--- src/rtl/scanPkg.sv ---
package scanPkg;

  typedef struct packed {
    logic frameLoad;
    logic lineLoad;
    logic reqAdvance;
    logic wordLoad;
    logic pixShift;
  } scanStrobe_t;

  function automatic logic [2:0] pixPerWord(input logic [1:0] mode);
    case (mode)
      2'd1:    pixPerWord = 3'd4;
      2'd2:    pixPerWord = 3'd2;
      2'd3:    pixPerWord = 3'd1;
      default: pixPerWord = 3'd0;
    endcase
  endfunction

endpackage

--- src/rtl/scanCtrl.sv ---
module scanCtrl
  import scanPkg::*;
#(
  parameter int WIDTH_W = 12
) (
  input  logic               clk,
  input  logic               rstN,
  input  logic               enable,
  input  logic               frameStart,
  input  logic               lineStart,
  input  logic               reqReady,
  input  logic               wordValid,
  input  logic               effModeOn,
  input  logic [WIDTH_W-1:0] effLineWords,
  input  logic [2:0]         curPixPerWord,
  output logic               reqValid,
  output logic               wordReady,
  output logic               pixValid,
  output scanStrobe_t        strobe
);

  logic [WIDTH_W-1:0] wordsLeft;
  logic [2:0]         pixLeft;
  logic               lineLoad;
  logic               reqAdvance;
  logic               wordLoad;

  assign lineLoad   = enable && lineStart && effModeOn;
  assign reqValid   = enable && (wordsLeft != '0);
  assign reqAdvance = reqValid && reqReady;

  assign wordReady  = (pixLeft <= 3'd1);
  assign wordLoad   = wordValid && wordReady;
  assign pixValid   = (pixLeft != 3'd0);

  always_comb begin
    strobe            = '0;
    strobe.frameLoad  = frameStart;
    strobe.lineLoad   = lineLoad;
    strobe.reqAdvance = reqAdvance;
    strobe.wordLoad   = wordLoad;
    strobe.pixShift   = pixValid && !wordLoad;
  end

  always_ff @(posedge clk) begin
    if (!rstN) begin
      wordsLeft <= '0;
    end else if (!enable) begin
      wordsLeft <= '0;
    end else if (lineLoad) begin
      wordsLeft <= effLineWords;
    end else if (reqAdvance) begin
      wordsLeft <= wordsLeft - WIDTH_W'(1);
    end
  end

  always_ff @(posedge clk) begin
    if (!rstN) begin
      pixLeft <= 3'd0;
    end else if (wordLoad) begin
      pixLeft <= curPixPerWord;
    end else if (pixValid) begin
      pixLeft <= pixLeft - 3'd1;
    end
  end

  AST_LINE_ISSUES: assert property (@(posedge clk) disable iff (!rstN) (lineLoad && effLineWords != '0) |=> (reqValid || !enable));
  AST_WORD_TO_PIX: assert property (@(posedge clk) disable iff (!rstN) (wordLoad && curPixPerWord != 3'd0) |=> pixValid);

endmodule

--- src/rtl/scanDatapath.sv ---
module scanDatapath
  import scanPkg::*;
#(
  parameter int ADDR_W  = 32,
  parameter int WIDTH_W = 12
) (
  input  logic               clk,
  input  logic               rstN,
  input  logic               frameStart,
  input  logic [1:0]         pixMode,
  input  logic [WIDTH_W-1:0] activeWidth,
  input  logic [ADDR_W-1:0]  baseAddr,
  input  logic [31:0]        wordIn,
  input  scanStrobe_t        strobe,
  output logic               effModeOn,
  output logic [WIDTH_W-1:0] effLineWords,
  output logic [2:0]         curPixPerWord,
  output logic [ADDR_W-1:0]  reqAddr,
  output logic [31:0]        pixel
);

  logic [1:0]         curMode;
  logic [WIDTH_W-1:0] curWidth;
  logic [ADDR_W-1:0]  lineAddr;
  logic [ADDR_W-1:0]  fetchAddr;
  logic [31:0]        shiftReg;

  logic [1:0]         effMode;
  logic [WIDTH_W-1:0] effWidth;
  logic [ADDR_W-1:0]  alignedBase;
  logic [ADDR_W-1:0]  startAddr;
  logic [ADDR_W-1:0]  strideBytes;

  assign effMode     = frameStart ? pixMode : curMode;
  assign effWidth    = frameStart ? activeWidth : curWidth;
  assign effModeOn   = (effMode != 2'd0);
  assign alignedBase = baseAddr & ~ADDR_W'(3);
  assign startAddr   = frameStart ? alignedBase : lineAddr;

  always_comb begin
    case (effMode)
      2'd1:    effLineWords = effWidth >> 2;
      2'd2:    effLineWords = effWidth >> 1;
      2'd3:    effLineWords = effWidth;
      default: effLineWords = '0;
    endcase
  end

  assign strideBytes   = ADDR_W'({effLineWords, 2'b00});
  assign curPixPerWord = pixPerWord(curMode);
  assign reqAddr       = fetchAddr;

  always_ff @(posedge clk) begin
    if (!rstN) begin
      curMode   <= 2'd0;
      curWidth  <= '0;
      lineAddr  <= '0;
      fetchAddr <= '0;
    end else begin
      if (strobe.frameLoad) begin
        curMode  <= pixMode;
        curWidth <= activeWidth;
        lineAddr <= alignedBase;
      end
      if (strobe.lineLoad) begin
        fetchAddr <= startAddr;
        lineAddr  <= startAddr + strideBytes;
      end else if (strobe.reqAdvance) begin
        fetchAddr <= fetchAddr + ADDR_W'(4);
      end
    end
  end

  always_ff @(posedge clk) begin
    if (!rstN) begin
      shiftReg <= '0;
    end else if (strobe.wordLoad) begin
      shiftReg <= wordIn;
    end else if (strobe.pixShift) begin
      case (curMode)
        2'd1:    shiftReg <= shiftReg >> 8;
        2'd2:    shiftReg <= shiftReg >> 16;
        default: shiftReg <= '0;
      endcase
    end
  end

  always_comb begin
    case (curMode)
      2'd1:    pixel = {24'd0, shiftReg[7:0]};
      2'd2:    pixel = {16'd0, shiftReg[15:0]};
      default: pixel = shiftReg;
    endcase
  end

endmodule

--- src/rtl/scanAddrGen.sv ---
module scanAddrGen
  import scanPkg::*;
#(
  parameter int ADDR_W  = 32,
  parameter int WIDTH_W = 12
) (
  input  logic               clk,
  input  logic               rstN,
  input  logic               enable,
  input  logic               frameStart,
  input  logic               lineStart,
  input  logic [1:0]         pixMode,
  input  logic [WIDTH_W-1:0] activeWidth,
  input  logic [ADDR_W-1:0]  baseAddr,
  input  logic               reqReady,
  output logic               reqValid,
  output logic [ADDR_W-1:0]  reqAddr,
  input  logic               wordValid,
  input  logic [31:0]        wordIn,
  output logic               wordReady,
  output logic               pixValid,
  output logic [31:0]        pixel
);

  scanStrobe_t        strobe;
  logic               effModeOn;
  logic [WIDTH_W-1:0] effLineWords;
  logic [2:0]         curPixPerWord;

  scanCtrl #(.WIDTH_W(WIDTH_W)) i_ctrl (
    .clk          (clk),
    .rstN         (rstN),
    .enable       (enable),
    .frameStart   (frameStart),
    .lineStart    (lineStart),
    .reqReady     (reqReady),
    .wordValid    (wordValid),
    .effModeOn    (effModeOn),
    .effLineWords (effLineWords),
    .curPixPerWord(curPixPerWord),
    .reqValid     (reqValid),
    .wordReady    (wordReady),
    .pixValid     (pixValid),
    .strobe       (strobe)
  );

  scanDatapath #(.ADDR_W(ADDR_W), .WIDTH_W(WIDTH_W)) i_dp (
    .clk          (clk),
    .rstN         (rstN),
    .frameStart   (frameStart),
    .pixMode      (pixMode),
    .activeWidth  (activeWidth),
    .baseAddr     (baseAddr),
    .wordIn       (wordIn),
    .strobe       (strobe),
    .effModeOn    (effModeOn),
    .effLineWords (effLineWords),
    .curPixPerWord(curPixPerWord),
    .reqAddr      (reqAddr),
    .pixel        (pixel)
  );

  AST_REQ_HOLD: assert property (@(posedge clk) disable iff (!rstN) (reqValid && !reqReady && !lineStart) |=> (!enable || (reqValid && $stable(reqAddr))));
  AST_REQ_STEP: assert property (@(posedge clk) disable iff (!rstN) (reqValid && reqReady && !lineStart) |=> (!reqValid || reqAddr == $past(reqAddr) + ADDR_W'(4)));
  AST_OFF_CANCELS: assert property (@(posedge clk) disable iff (!rstN) !enable |=> !reqValid);

endmodule

--- config.mk ---
export PLATFORM = sky130hd
export DESIGN_NAME = scanAddrGen
export DESIGN_NICKNAME = d
export VERILOG_FILES = /design/src/rtl/scanPkg.sv /design/src/rtl/scanCtrl.sv /design/src/rtl/scanDatapath.sv /design/src/rtl/scanAddrGen.sv
export SDC_FILE = /design/constraint.sdc
export NUM_CORES = 1
export LEC_CHECK = 0
export BUFFER_PORTS_ARGS = -buffer_cell sky130_fd_sc_hd__buf_4
export CAP_MARGIN = 20
export CORE_AREA = 3 3 179 181
export DETAILED_ROUTE_END_ITERATION = 16
export DIE_AREA = 0 0 182 184
export HOLD_SLACK_MARGIN = 0.03
export PLACE_DENSITY_LB_ADDON = 0.08
export SYNTH_ARGS = -nofsm -noshare
export SYNTH_HDL_FRONTEND = slang
export SYNTH_SLANG_ARGS = --single-unit
--- constraint.sdc ---
create_clock -name clk -period 4.2 [get_ports clk]
set_clock_uncertainty 0.15 [all_clocks]
set_input_delay 0.42 -clock clk [delete_from_list [all_inputs] [get_ports clk]]
set_output_delay 0.42 -clock clk [all_outputs]
set_load 0.02 [all_outputs]
* Yosys cells after proc, flatten, opt, wreduce, memory -nomap -nowiden
Index checks and enable logic that the tools add are counted.
Word-level totals: output and inout port bits 67, logic and storage cells 48, bits in registers 125, input bits 85
Operators by class: magnitude comparators 1, reductions and logical operators 14, equal/unequal tests 6, add/subtract/negate cells 4, multiplexer cells 16
Operators by type and width (count):
- $mux 32 | 6
- $pmux 32 s2 | 1
- $pmux 24 s2 | 1
- $mux 12 | 3
- $pmux 12 s3 | 1
- $add 32x14->32 | 1
- $add 32x3->32 const B | 1
- $reduce_bool 12->1 | 1
- $sub 12x1->12 const B | 1
- $pmux 3 s3 | 1
- $eq 2x2->1 const B | 4
- $reduce_bool 2->1 | 4
- $logic_and 1x1->1 | 6
- $mux 3 | 2
- $eq 2x1->1 const B | 2
- $le 3x1->1 const B | 1
- $reduce_bool 3->1 | 1
- $sub 3x1->3 const B | 1
- $mux 2 | 1
- $reduce_and 2->1 | 1
- $logic_not 1->1 | 1

* Depth between registers and ports, before layout
Gate-level depths: netlist of run 1.
word-level depth 6, gate-level depth with buffers 16, depth with buffers taken out 12

* By module
A second synthesis of run 1 with hierarchy kept.
Unflattened totals: cell total of the unflattened synthesis 1018, area total of the unflattened synthesis 8109.0 um2
Modules (own cells, without submodules):
- scanDatapath | sequential area each 2202.1 um2, cells an instance 899, area each 7140.6 um2, instances 1
- scanCtrl | sequential area each 300.3 um2, cells an instance 119, area each 968.4 um2, instances 1

* Least setup slack after synthesis of run 1
No wires, ideal clock.
path type input to register, start input frameStart, end register i_dp.lineAddr[18], setup time 0.132 ns, data required time 3.918 ns, buffers on the path 5, arrival time 3.485 ns, setup slack 0.433 ns, stages on the path 14, cells stage by stage buf_4 -> clkbuf_1 -> buf_2 -> buf_2 -> mux2_2 -> ha_1 -> fa_1 -> a21oi_1 -> o211a_1 -> nor2_1 -> o21bai_1 -> clkbuf_1 -> o21a_1 -> nor3_1
Between the ends: cells in the longest elaborated chain, start to end 5, elaborated cells on any way between the ends 11, classes of those cells add/sub: 1; eq/ne: 3; mux: 5; reduce/logical: 2
RTL lines:
- start, declared | line scanAddrGen.sv:10 | input logic frameStart,
- $mux 2
- $eq 2x2->1 or $eq 2x1->1 (tied branches) | line scanDatapath.sv:41 | case (effMode)
- $pmux 12 s3 | line scanDatapath.sv:41
- $add 32x14->32 | line scanDatapath.sv:67 | lineAddr <= startAddr + strideBytes;
- $mux 32 (*) | line scanDatapath.sv:65 | if (strobe.lineLoad) begin
- end signal, assigned | line scanDatapath.sv:63 | lineAddr <= alignedBase;
- end signal, assigned | line scanDatapath.sv:67
- end, declared | line scanDatapath.sv:24 | logic [ADDR_W-1:0] lineAddr;
Every way passes the cells marked *; elsewhere a longest branch is shown, timed or not. A chain may end at the register's enable or synchronous reset.

* Worst setup path after layout of run 1
start register i_dp.curMode[1], end register i_dp.lineAddr[29]
Between the ends: cells in the longest elaborated chain, start to end 5, elaborated cells on any way between the ends 9, classes of those cells add/sub: 1; eq/ne: 3; mux: 3; reduce/logical: 2
RTL lines:
- start, declared | line scanDatapath.sv:22 | logic [1:0] curMode;
- start signal, assigned | line scanDatapath.sv:61 | curMode <= pixMode;
- $mux 2 (*)
- $eq 2x2->1 or $eq 2x1->1 (tied branches) | line scanDatapath.sv:41
- $pmux 12 s3 | line scanDatapath.sv:41
- $add 32x14->32 | line scanDatapath.sv:67
- $mux 32 (*) | line scanDatapath.sv:65
Marks and branches as above.

==> results of run 1 <==
-- power groups by stage --
stage	combinational [mW]	sequential, mW	clock, mW
after CTS	1.52	1.45	1.55
after global routing	1.66	1.47	1.59
after floorplan	1.01	1.45	0
after global placement	1.52	1.47	0
after detailed placement	1.51	1.48	0
final	1.50	1.45	1.50
-- cell type report --
type	instances	area, um2	share of cell area (%)
clock buffer	19	443	4.55
clock inverter	13	131	1.35
inverter	13	50.0	0.515
multi-input combinational	755	4720	48.5
sequential	125	2500	25.7
tap	396	495	5.10
timing repair buffer	183	1390	14.3
-- state kept, by name (all words and copies together), names as in the netlist --
register and flops:
i_dp.curWidth 12, i_dp.shiftReg 32, i_ctrl.pixLeft 3, i_dp.lineAddr 32, i_ctrl.wordsLeft 12, i_dp.reqAddr 32, i_dp.curMode 2
-- worst max-delay path: cells and delay by family, from the launching register on --
kind	cells	cell delay (ns)
xor+xnor	1	0.14
flops	1	0.51
buf+inv	2	0.38
mux	1	0.41
simple gates	2	0.16
fa+ha+maj	1	0.32
compound gates	5	1.37
-- layout by cell type (no fill, tap or decap), types with 13 or more instances in the layout --
master | Yosys | layout
a211oi_1 | 13 | 13
a21oi_1 | 70 | 70
a221oi_1 | 17 | 17
a22oi_1 | 16 | 16
a31oi_1 | 13 | 13
and2_1 | 23 | 23
buf_4 | 9 | 182
clkbuf_16 | 0 | 17
dfxtp_1 | 125 | 125
ha_1 | 22 | 22
mux2_2 | 16 | 16
mux2i_1 | 30 | 30
nand2_1 | 89 | 89
nand3_1 | 33 | 33
nand4_1 | 16 | 16
nor2_1 | 115 | 114
nor2b_1 | 14 | 13
nor3_1 | 54 | 54
nor4_1 | 14 | 14
o21ai_0 | 33 | 33
xnor2_1 | 17 | 17
-- metal layers --
layer / GRT usage, % / vias to the layer above
met2: 28.8 / 200
met1: 22.2 / 3599
met5: 0 / -
met4: 4.36 / 0
li1: - / 3806
met3: 3.48 / 28
-- path summary, 6_finish.rpt --
| check | to | from | slack [ns] |
|---|---|---|---|
| worst min-delay path | i_dp.shiftReg[25]$_SDFFE_PN0P_ | wordIn[25] | 0.07 |
| worst max register to register | i_dp.lineAddr[29]$_SDFF_PN0_ | i_dp.curMode[1]$_SDFF_PN0_ | 0.60 |
| worst max-delay path | i_dp.lineAddr[29]$_SDFF_PN0_ | i_dp.curMode[1]$_SDFF_PN0_ | 0.60 |
| worst min register to register | i_ctrl.wordsLeft[9]$_SDFFE_PN0P_ | i_ctrl.wordsLeft[9]$_SDFFE_PN0P_ | 0.32 |
-- cells by family (layout without fill, tap and decap cells) --
logic type | Yosys count | count (layout)
AND/OR/NAND/NOR | 410 | 410
AO/OA/AOI/OAI | 252 | 252
flip-flops | 125 | 125
buffers and inverters | 86 | 228
multiplexers | 47 | 47
adder cells (fa/ha/maj) | 23 | 23
XOR/XNOR | 23 | 23
-- metrics by stage --
stage | cell area [um2] | total power [mW] | instances | hold WS, ns
floorplan | 7590 | 2.47 | 966 | 0.288
CTS | 9720 | 4.51 | 1504 | 0.0572
global placement | 9150 | 2.99 | 1472 | 0.309
global route | 9720 | 4.71 | 1504 | 0.0745
finish | 9720 | 4.44 | 1504 | 0.0726
detailed placement | 9150 | 2.98 | 1472 | 0.310
==> results_dict.tcl, run 1 <==
set metrics [dict create \
    slew_viol_final 0 \
    synth_top_family_by_area "simple AND/OR/NAND/NOR gates" \
    power_switching_mw 1.68 \
    rsz0062_at_grt "no" \
    drt.antenna.violating_nets 0 \
    max-slew-margin-rel_pct 34.3 \
    power_frac_seq_pct 32.6 \
    fin_crit_sh_pct 85.7 \
    drt-met1-wl_um 13000 \
    dpl.hpwl_um 21000 \
    hp-class "in2reg" \
    grt_overflow 0 \
    synth_fa_ha_area_share_pct 3.89 \
    synth-main-ff-cell "dfxtp_1" \
    numCtsBuffers 17 \
    coreArea_mm2 0.0306 \
    yosysWarnings 0 \
    synth.most_common_cell "dfxtp_1" \
    fin_crit_ns 3.60 \
    synth-seq-cells 125 \
    ff2ff_path_depth 12 \
    synth_mux_area_share_pct 6.51 \
    drc 0 \
    ios 152 \
    hold_viol_final 0 \
    routed_via_density 5.08 \
    clk_latency_ns 0.44 \
    async_flop_share_pct 0 \
    arrival_ns 3.75 \
    cts_htree_levels 4 \
    crit_path_max_fanout 13 \
    path_cells "mux2_2 -> nand2_1 -> o21ai_0 -> ha_1 -> a21oi_1 -> o21ai_0 -> a211oi_1 -> buf_4 -> a2111oi_2 -> buf_4 -> xor2_1 -> nor2_1" \
    synth_top_area_share_pct 33.0 \
    p_clk_share_pct 33.7 \
    grt_pass1_vias 7508 \
    port_buffers 149 \
    synth_area_leader_cell "dfxtp_1" \
    num_vias 7633 \
    postCtsSetupRepairBufs 0 \
    cap_violations 0 \
    synthXorXnorAreaFrac_pct 2.65 \
    wl_met3_um 1430 \
    finalSetupViolCount 0 \
    clk_path_buf_depth 2 \
    p_per_area_mw_per_mm2 457 \
    grt_pass1_wl_um 44600 \
    syn_inst 966 \
    first_pass_iters 5 \
    fin_util_pct 31.8 \
    synth_edf_count 0 \
    synthesis.nets 1074 \
    yosysSeqAreaShare_pct 33.0 \
    finalSetupTns_ns 0 \
    top_layer "met4" \
    cts_resized 0 \
    clk_pin_slew_ns 0.07 \
    drive_above_1_share_pct 22.2 \
    grt_max_degree 55 \
    synth_area_per_cell_um2 7.86 \
    synth_area_mm2 0.00759 \
    cp_slowest_cell "dfxtp_1" \
    gp_congestion 0.772 \
    required_ns 4.35 \
    dr_wl_met2_um 13800 \
    path_class "reg2reg" \
    synth_compound_area_share_pct 22.6 \
    die_w_um 182 \
    start_util_pct 24.8 \
    tightest_slew_ns 0.986 \
    post_drt_wl_per_cell_um 19.1 \
    clock_sinks 125 \
    power_frac_comb_pct 33.7 \
    nNetsFinal 1203 \
    min_path_cells 3 \
    internal_power_mw 2.76 \
    critPathLaunchType "flip-flop" \
    max_stage_delay_ns 0.51 \
    clock.fmax_mhz 278 \
    n_antenna_cell 0 \
    wirelength_um 28800 \
    drt-initial-drc-count 523 \
    pre_cts_slack_ns 0.279 \
    nFillCells 3335 \
    p_leak_nw 3.88 \
    status "complete, no violations" \
    die_y_um 184 \
    area_growth_pct 28.1 \
    antenna_found_initial 0 \
    synth_simple_gate_area_share_pct 26.3 \
    floorplan.rows 64 \
    switching_share_pct 37.9 \
    hold_buffers 0 \
    grt_usage_pct 17.0 \
    cts_tree "built" \
    ir_drop_v 0.000244 \
    die_area_mm2 0.0335 \
    layout_setup_ws_ns 0.601 \
    synthTopCellsByCount "dfxtp_1 (125), nor2_1 (115), nand2_1 (89)" \
    synth.distinct_cells 70 \
    worstSetupEndpointType "flip-flop" \
    root_buffer "clkbuf_16" \
    synthTopCellsByArea "dfxtp_1 (33%), nor2_1 (5.7%), a21oi_1 (4.6%), nand2_1 (4.4%), mux2i_1 (4.0%)" \
]
No activity file was read; power rests on OpenSTA's default activity.
==> inputs of run 2 (changes only) <==
Settings changed: PLACE_DENSITY_LB_ADDON 0.08 to 0.1.
==> run 2 against run 1 <==
Compared with the run above: global-route usage down 0.59 points; first-iteration DRC count shrank 11%; routed wire length shrank 2.6%; sequential share of layout area grew 0.25 points; critical endpoint is now i_dp.lineAddr[10]$_SDFF_PN0_; worst setup slack improved by 0.069 ns; largest power group unchanged.
==> results_dict.tcl, run 2 (synthesized netlist as in run 1, its figures left out) <==
set metrics [dict create \
    status "complete, no violations" \
    cts_resized 0 \
    drive_above_1_share_pct 21.3 \
    pre_cts_slack_ns 0.299 \
    grt_pass1_wl_um 43100 \
    hp-class "in2reg" \
    crit_path_max_fanout 21 \
    p_leak_nw 3.82 \
    layout_setup_ws_ns 0.669 \
    nFillCells 3329 \
    n_antenna_cell 0 \
    die_y_um 184 \
    critPathTopFamily "compound AO/OA/AOI/OAI gates" \
    critPathLaunchType "flip-flop" \
    routed_via_density 5.01 \
    drc 0 \
    clock_sinks 125 \
    arrival_ns 3.67 \
    max-slew-margin-rel_pct 39.8 \
    clk_pin_slew_ns 0.06 \
    dpl.hpwl_um 20500 \
    first_pass_iters 4 \
    power_frac_comb_pct 33.6 \
    hold_buffers 0 \
    layout_common_cells "buf_4 (168), dfxtp_1 (125), nor2_1 (114)" \
    cap_violations 0 \
    slew_viol_final 0 \
    start_util_pct 24.8 \
    clock.fmax_mhz 283 \
    drt-initial-drc-count 463 \
    clk_path_buf_depth 2 \
    ios 152 \
    whs_ns 0.0872 \
    hold_viol_final 0 \
    num_vias 7470 \
    fin_crit_sh_pct 84.1 \
    max_stage_delay_ns 0.51 \
    place_area_mm2 0.00906 \
    finalSetupViolCount 0 \
    drt.antenna.violating_nets 0 \
    fin_util_pct 31.5 \
    switching_share_pct 37.3 \
    nNetsFinal 1190 \
    dp_cells 1459 \
    grt_overflow 0 \
    die_w_um 182 \
    port_buffers 149 \
    floorplan.rows 64 \
    worstSetupEndpointType "flip-flop" \
    power_frac_seq_pct 33.1 \
    coreArea_mm2 0.0306 \
    cp_slowest_cell "a2111oi_0" \
    path_class "reg2reg" \
    clk_latency_ns 0.43 \
    p_total_mw 4.39 \
    p_clk_share_pct 33.3 \
    final_common_cell "buf_4" \
    numCtsBuffers 17 \
    grt_max_degree 53 \
    post_drt_wl_per_cell_um 18.8 \
    internal_power_mw 2.75 \
    grt_pass1_vias 7385 \
    dr_wl_met2_um 13800 \
    drt-met1-wl_um 12900 \
    fin_area_mm2 0.00963 \
    wl_met3_um 1170 \
    p_per_area_mw_per_mm2 456 \
    setup.reg_to_reg.worst_slack_ns 0.67 \
    path_buf_inv 0 \
    finalSetupTns_ns 0 \
    cts_htree_levels 4 \
    tightest_slew_ns 0.904 \
    fin_crit_ns 3.53 \
    postCtsSetupRepairBufs 0 \
    grt_usage_pct 16.4 \
    power_switching_mw 1.64 \
    rsz0062_at_grt "no" \
    wirelength_um 28100 \
    layout.cells.non_filler 1490 \
    gp_congestion 0.800 \
    required_ns 4.34 \
    area_growth_pct 26.8 \
    root_buffer "clkbuf_16" \
    cp_common_cell "a21oi_1" \
    cts_tree "built" \
    ir_drop_v 0.000220 \
    antenna_found_initial 0 \
    path_cells "mux2_2 -> nor2_1 -> a31oi_1 -> a21oi_1 -> ha_1 -> fa_1 -> a21oi_1 -> o21ai_0 -> a2111oi_0 -> nor3_1 -> nand4b_1 -> o211ai_1" \
    top_layer "met4" \
    die_area_mm2 0.0335 \
]
-- run 2: path summary, 6_finish.rpt --
| path | start | end | cells after the start |
|---|---|---|---|
| worst max-delay path | i_dp.curMode[0]$_SDFF_PN0_ | i_dp.lineAddr[10]$_SDFF_PN0_ | 12 |
| worst min-delay path | wordIn[31] | i_dp.shiftReg[31]$_SDFFE_PN0P_ | 3 |
| worst max register to register | i_dp.curMode[0]$_SDFF_PN0_ | i_dp.lineAddr[10]$_SDFF_PN0_ | 12 |
| worst min register to register | i_dp.lineAddr[0]$_SDFF_PN0_ | i_dp.lineAddr[0]$_SDFF_PN0_ | 1 |
-- run 2: cell type report --
type | count | area (um2) | share of cell area (%)
timing repair buffer | 170 | 1300 | 13.5
multi-input combinational | 755 | 4720 | 49.0
clock buffer | 19 | 453 | 4.70
clock inverter | 12 | 113 | 1.17
tap | 396 | 495 | 5.14
inverter | 13 | 50.0 | 0.520
sequential | 125 | 2500 | 26.0
-- run 2: per-layer routing --
layer	track usage (%)	vias to the layer above
li1	-	3776
met1	21.1	3532
met2	29.1	153
met3	3.01	9
met4	2.93	0
met5	0	-
-- run 2: power groups by stage --
stage                     logic (mW)  clock network [mW]  registers, mW
after floorplan                 1.01                   0           1.45
after global placement          1.49                   0           1.48
after detailed placement        1.49                   0           1.48
after CTS                       1.49                1.51           1.45
after global routing            1.62                1.57           1.47
final                           1.48                1.46           1.45
-- run 2: worst register-to-register path, cell delays in order (launching register included) --
cell	delay, ns
dfxtp_1	0.49
mux2_2	0.48
nor2_1	0.10
a31oi_1	0.25
a21oi_1	0.08
ha_1	0.22
fa_1	0.43
a21oi_1	0.21
o21ai_0	0.15
a2111oi_0	0.52
nor3_1	0.14
nand4b_1	0.12
o211ai_1	0.09
==> inputs of run 3 (changes only) <==
Clock period 4.2 ns to 3.1 ns, I/O delays scaled along.
==> run 3 against run 2 <==
Compared with the run above: global-route usage up 0.69 points; worst hold slack worse by 0.037 ns; highest routed layer unchanged; cell count up 8.0%; die area unchanged; flip-flop and latch count unchanged; power up 41%; critical path depth up 3; worst setup slack worse by 0.55 ns.
==> results_dict.tcl, run 3 (synthesized netlist as in run 1, its figures left out) <==
set metrics [dict create \
    switching_share_pct 38.1 \
    finalSetupViolCount 0 \
    layout_common_cells "buf_4 (253), dfxtp_1 (124), nor2_1 (108)" \
    clk_path_buf_depth 2 \
    endpoint "i_dp.lineAddr[17]$_SDFF_PN0_" \
    layout_setup_ws_ns 0.117 \
    fin_util_pct 35.7 \
    root_buffer "clkbuf_16" \
    final_common_cell "buf_4" \
    required_ns 3.30 \
    r2r_start "i_dp.curMode[1]$_SDFF_PN0_" \
    max_stage_delay_ns 0.36 \
    crit_path_max_fanout 6 \
    min_path_cells 3 \
    path_cells "mux2i_4 -> buf_6 -> nor2_2 -> buf_4 -> nor2_1 -> nor2_2 -> ha_4 -> nand2_2 -> nor3b_4 -> o211ai_1 -> buf_4 -> a21o_4 -> buf_12 -> o31a_1 -> nor3_2" \
    gp_congestion 0.808 \
    pre_cts_slack_ns -0.258 \
    clk_pin_slew_ns 0.06 \
    internal_power_mw 3.84 \
    grt_pass1_vias 7829 \
    cp_slowest_cell "dfxtp_4" \
    nNetsFinal 1308 \
    p_leak_nw 4.45 \
    tightest_slew_ns 0.739 \
    arrival_ns 3.18 \
    ff2ff_path_depth 15 \
    rsz0062_at_grt "yes" \
    fin_crit_ns 2.98 \
    drive_above_1_share_pct 30.4 \
    power_frac_comb_pct 36.6 \
    path_buf_inv 4 \
    fin_crit_sh_pct 96.2 \
    clock_sinks 125 \
    cap_violations 0 \
    max-slew-margin-rel_pct 50.3 \
    p_clk_share_pct 31.8 \
    worstSetupEndpointType "flip-flop" \
    first_pass_iters 5 \
    reg2reg_to "i_dp.lineAddr[17]$_SDFF_PN0_" \
    start_util_pct 24.8 \
    cp-startpoint "i_dp.curMode[1]$_SDFF_PN0_" \
    drt.antenna.violating_nets 0 \
    numCtsBuffers 17 \
    p_per_area_mw_per_mm2 569 \
    clk_latency_ns 0.42 \
    grt_overflow 0 \
    floorplan.rows 64 \
    die_area_mm2 0.0335 \
    power_frac_seq_pct 31.6 \
    power_switching_mw 2.37 \
    status "complete, no violations" \
    area_growth_pct 43.7 \
    critPathLaunchType "flip-flop" \
    post_drt_wl_per_cell_um 18.4 \
    die_y_um 184 \
    hp-class "in2reg" \
    grt_usage_pct 17.1 \
    coreArea_mm2 0.0306 \
    cts_htree_levels 4 \
    grt_pass1_wl_um 45300 \
    critPathTopFamily "compound AO/OA/AOI/OAI gates" \
    num_vias 8002 \
    grt_max_degree 100 \
    clock.fmax_mhz 335 \
    path_class "reg2reg" \
    drc 0 \
    antenna_found_initial 0 \
    cts_tree "built" \
    port_buffers 149 \
    critical_path_depth 15 \
    die_w_um 182 \
    drt-initial-drc-count 374 \
    hold_viol_final 0 \
    wirelength_um 29700 \
    setup.reg_to_reg.worst_slack_ns 0.12 \
    ir_drop_v 0.000335 \
    n_antenna_cell 0 \
    dpl.hpwl_um 21400 \
    ios 152 \
    routed_via_density 4.97 \
    slew_viol_final 0 \
]
run 3: per-layer routing:
metal | vias to the layer above | global-route usage [%] | share of wire, %
met2 | 185 | 30.4 | 50
met3 | 28 | 2.41 | 3.9
li1 | 4016 | - | -
met5 | - | 0 | 0
met4 | 0 | 4.69 | 1.9
met1 | 3773 | 21.7 | 45
run 3: worst min path at each step:
stage	start	end	slack, ns
after floorplan	i_ctrl.wordsLeft[9]$_SDFFE_PN0P_	i_ctrl.wordsLeft[9]$_SDFFE_PN0P_	0.29
after global placement	i_ctrl.wordsLeft[9]$_SDFFE_PN0P_	i_ctrl.wordsLeft[9]$_SDFFE_PN0P_	0.31
after detailed placement	i_dp.lineAddr[0]$_SDFF_PN0_	i_dp.lineAddr[0]$_SDFF_PN0_	0.31
after CTS	wordIn[12]	i_dp.shiftReg[12]$_SDFFE_PN0P_	0.03
after global routing	wordIn[12]	i_dp.shiftReg[12]$_SDFFE_PN0P_	0.04
final	wordIn[9]	i_dp.shiftReg[9]$_SDFFE_PN0P_	0.05
run 3: power groups by stage:
stage               clock [mW]  combinational (mW)  sequential [mW]
finish                    1.98                2.27             1.96
global route              2.10                2.51             1.99
CTS                       2.05                2.23             1.96
detailed placement           0                2.19             2.00
global placement             0                2.20             2.00
floorplan                    0                1.39             1.97
run 3: per-stage QoR:
step           hold WS [ns]  setup TNS, ns  total power [mW]  cells  instance area [um2]
3_5_place_dp          0.311          -3.96              4.19   1543                 9790
3_3_place_gp          0.308          -3.16              4.20   1543                 9790
6_report             0.0506              0              6.21   1609                10900
5_1_grt              0.0374         -0.475              6.60   1609                10900
4_1_cts              0.0306              0              6.24   1600                10600
2_1_floorplan         0.288              0              3.36    966                 7710
run 3: timing repair:
item                       in CTS  in global routing
setup endpoints to repair       5                 19
hold buffers                   22                  0
hold endpoints to repair       22                  0
gates resized for setup         0                 50
buffers inserted                3                  8
pin swaps                       1                 20
cloned                          0                  1
run 3: worst register-to-register path: stages (launching register included):
cell      delay, ns
dfxtp_4        0.36
mux2i_4        0.23
buf_6          0.15
nor2_2         0.04
buf_4          0.14
nor2_1         0.10
nor2_2         0.08
ha_4           0.28
nand2_2        0.07
nor3b_4        0.21
o211ai_1       0.12
buf_4          0.18
a21o_4         0.25
buf_12         0.13
o31a_1         0.30
nor3_2         0.14
run 3: final cells by class:
cell class                 instances  area, um2
inverter                          13       50.0
multi-input combinational        755       4960
clock buffer                      17        425
timing repair buffer             288       2330
clock inverter                    15        139
tap                              396        495
fill                            3237      19700
sequential                       125       2510
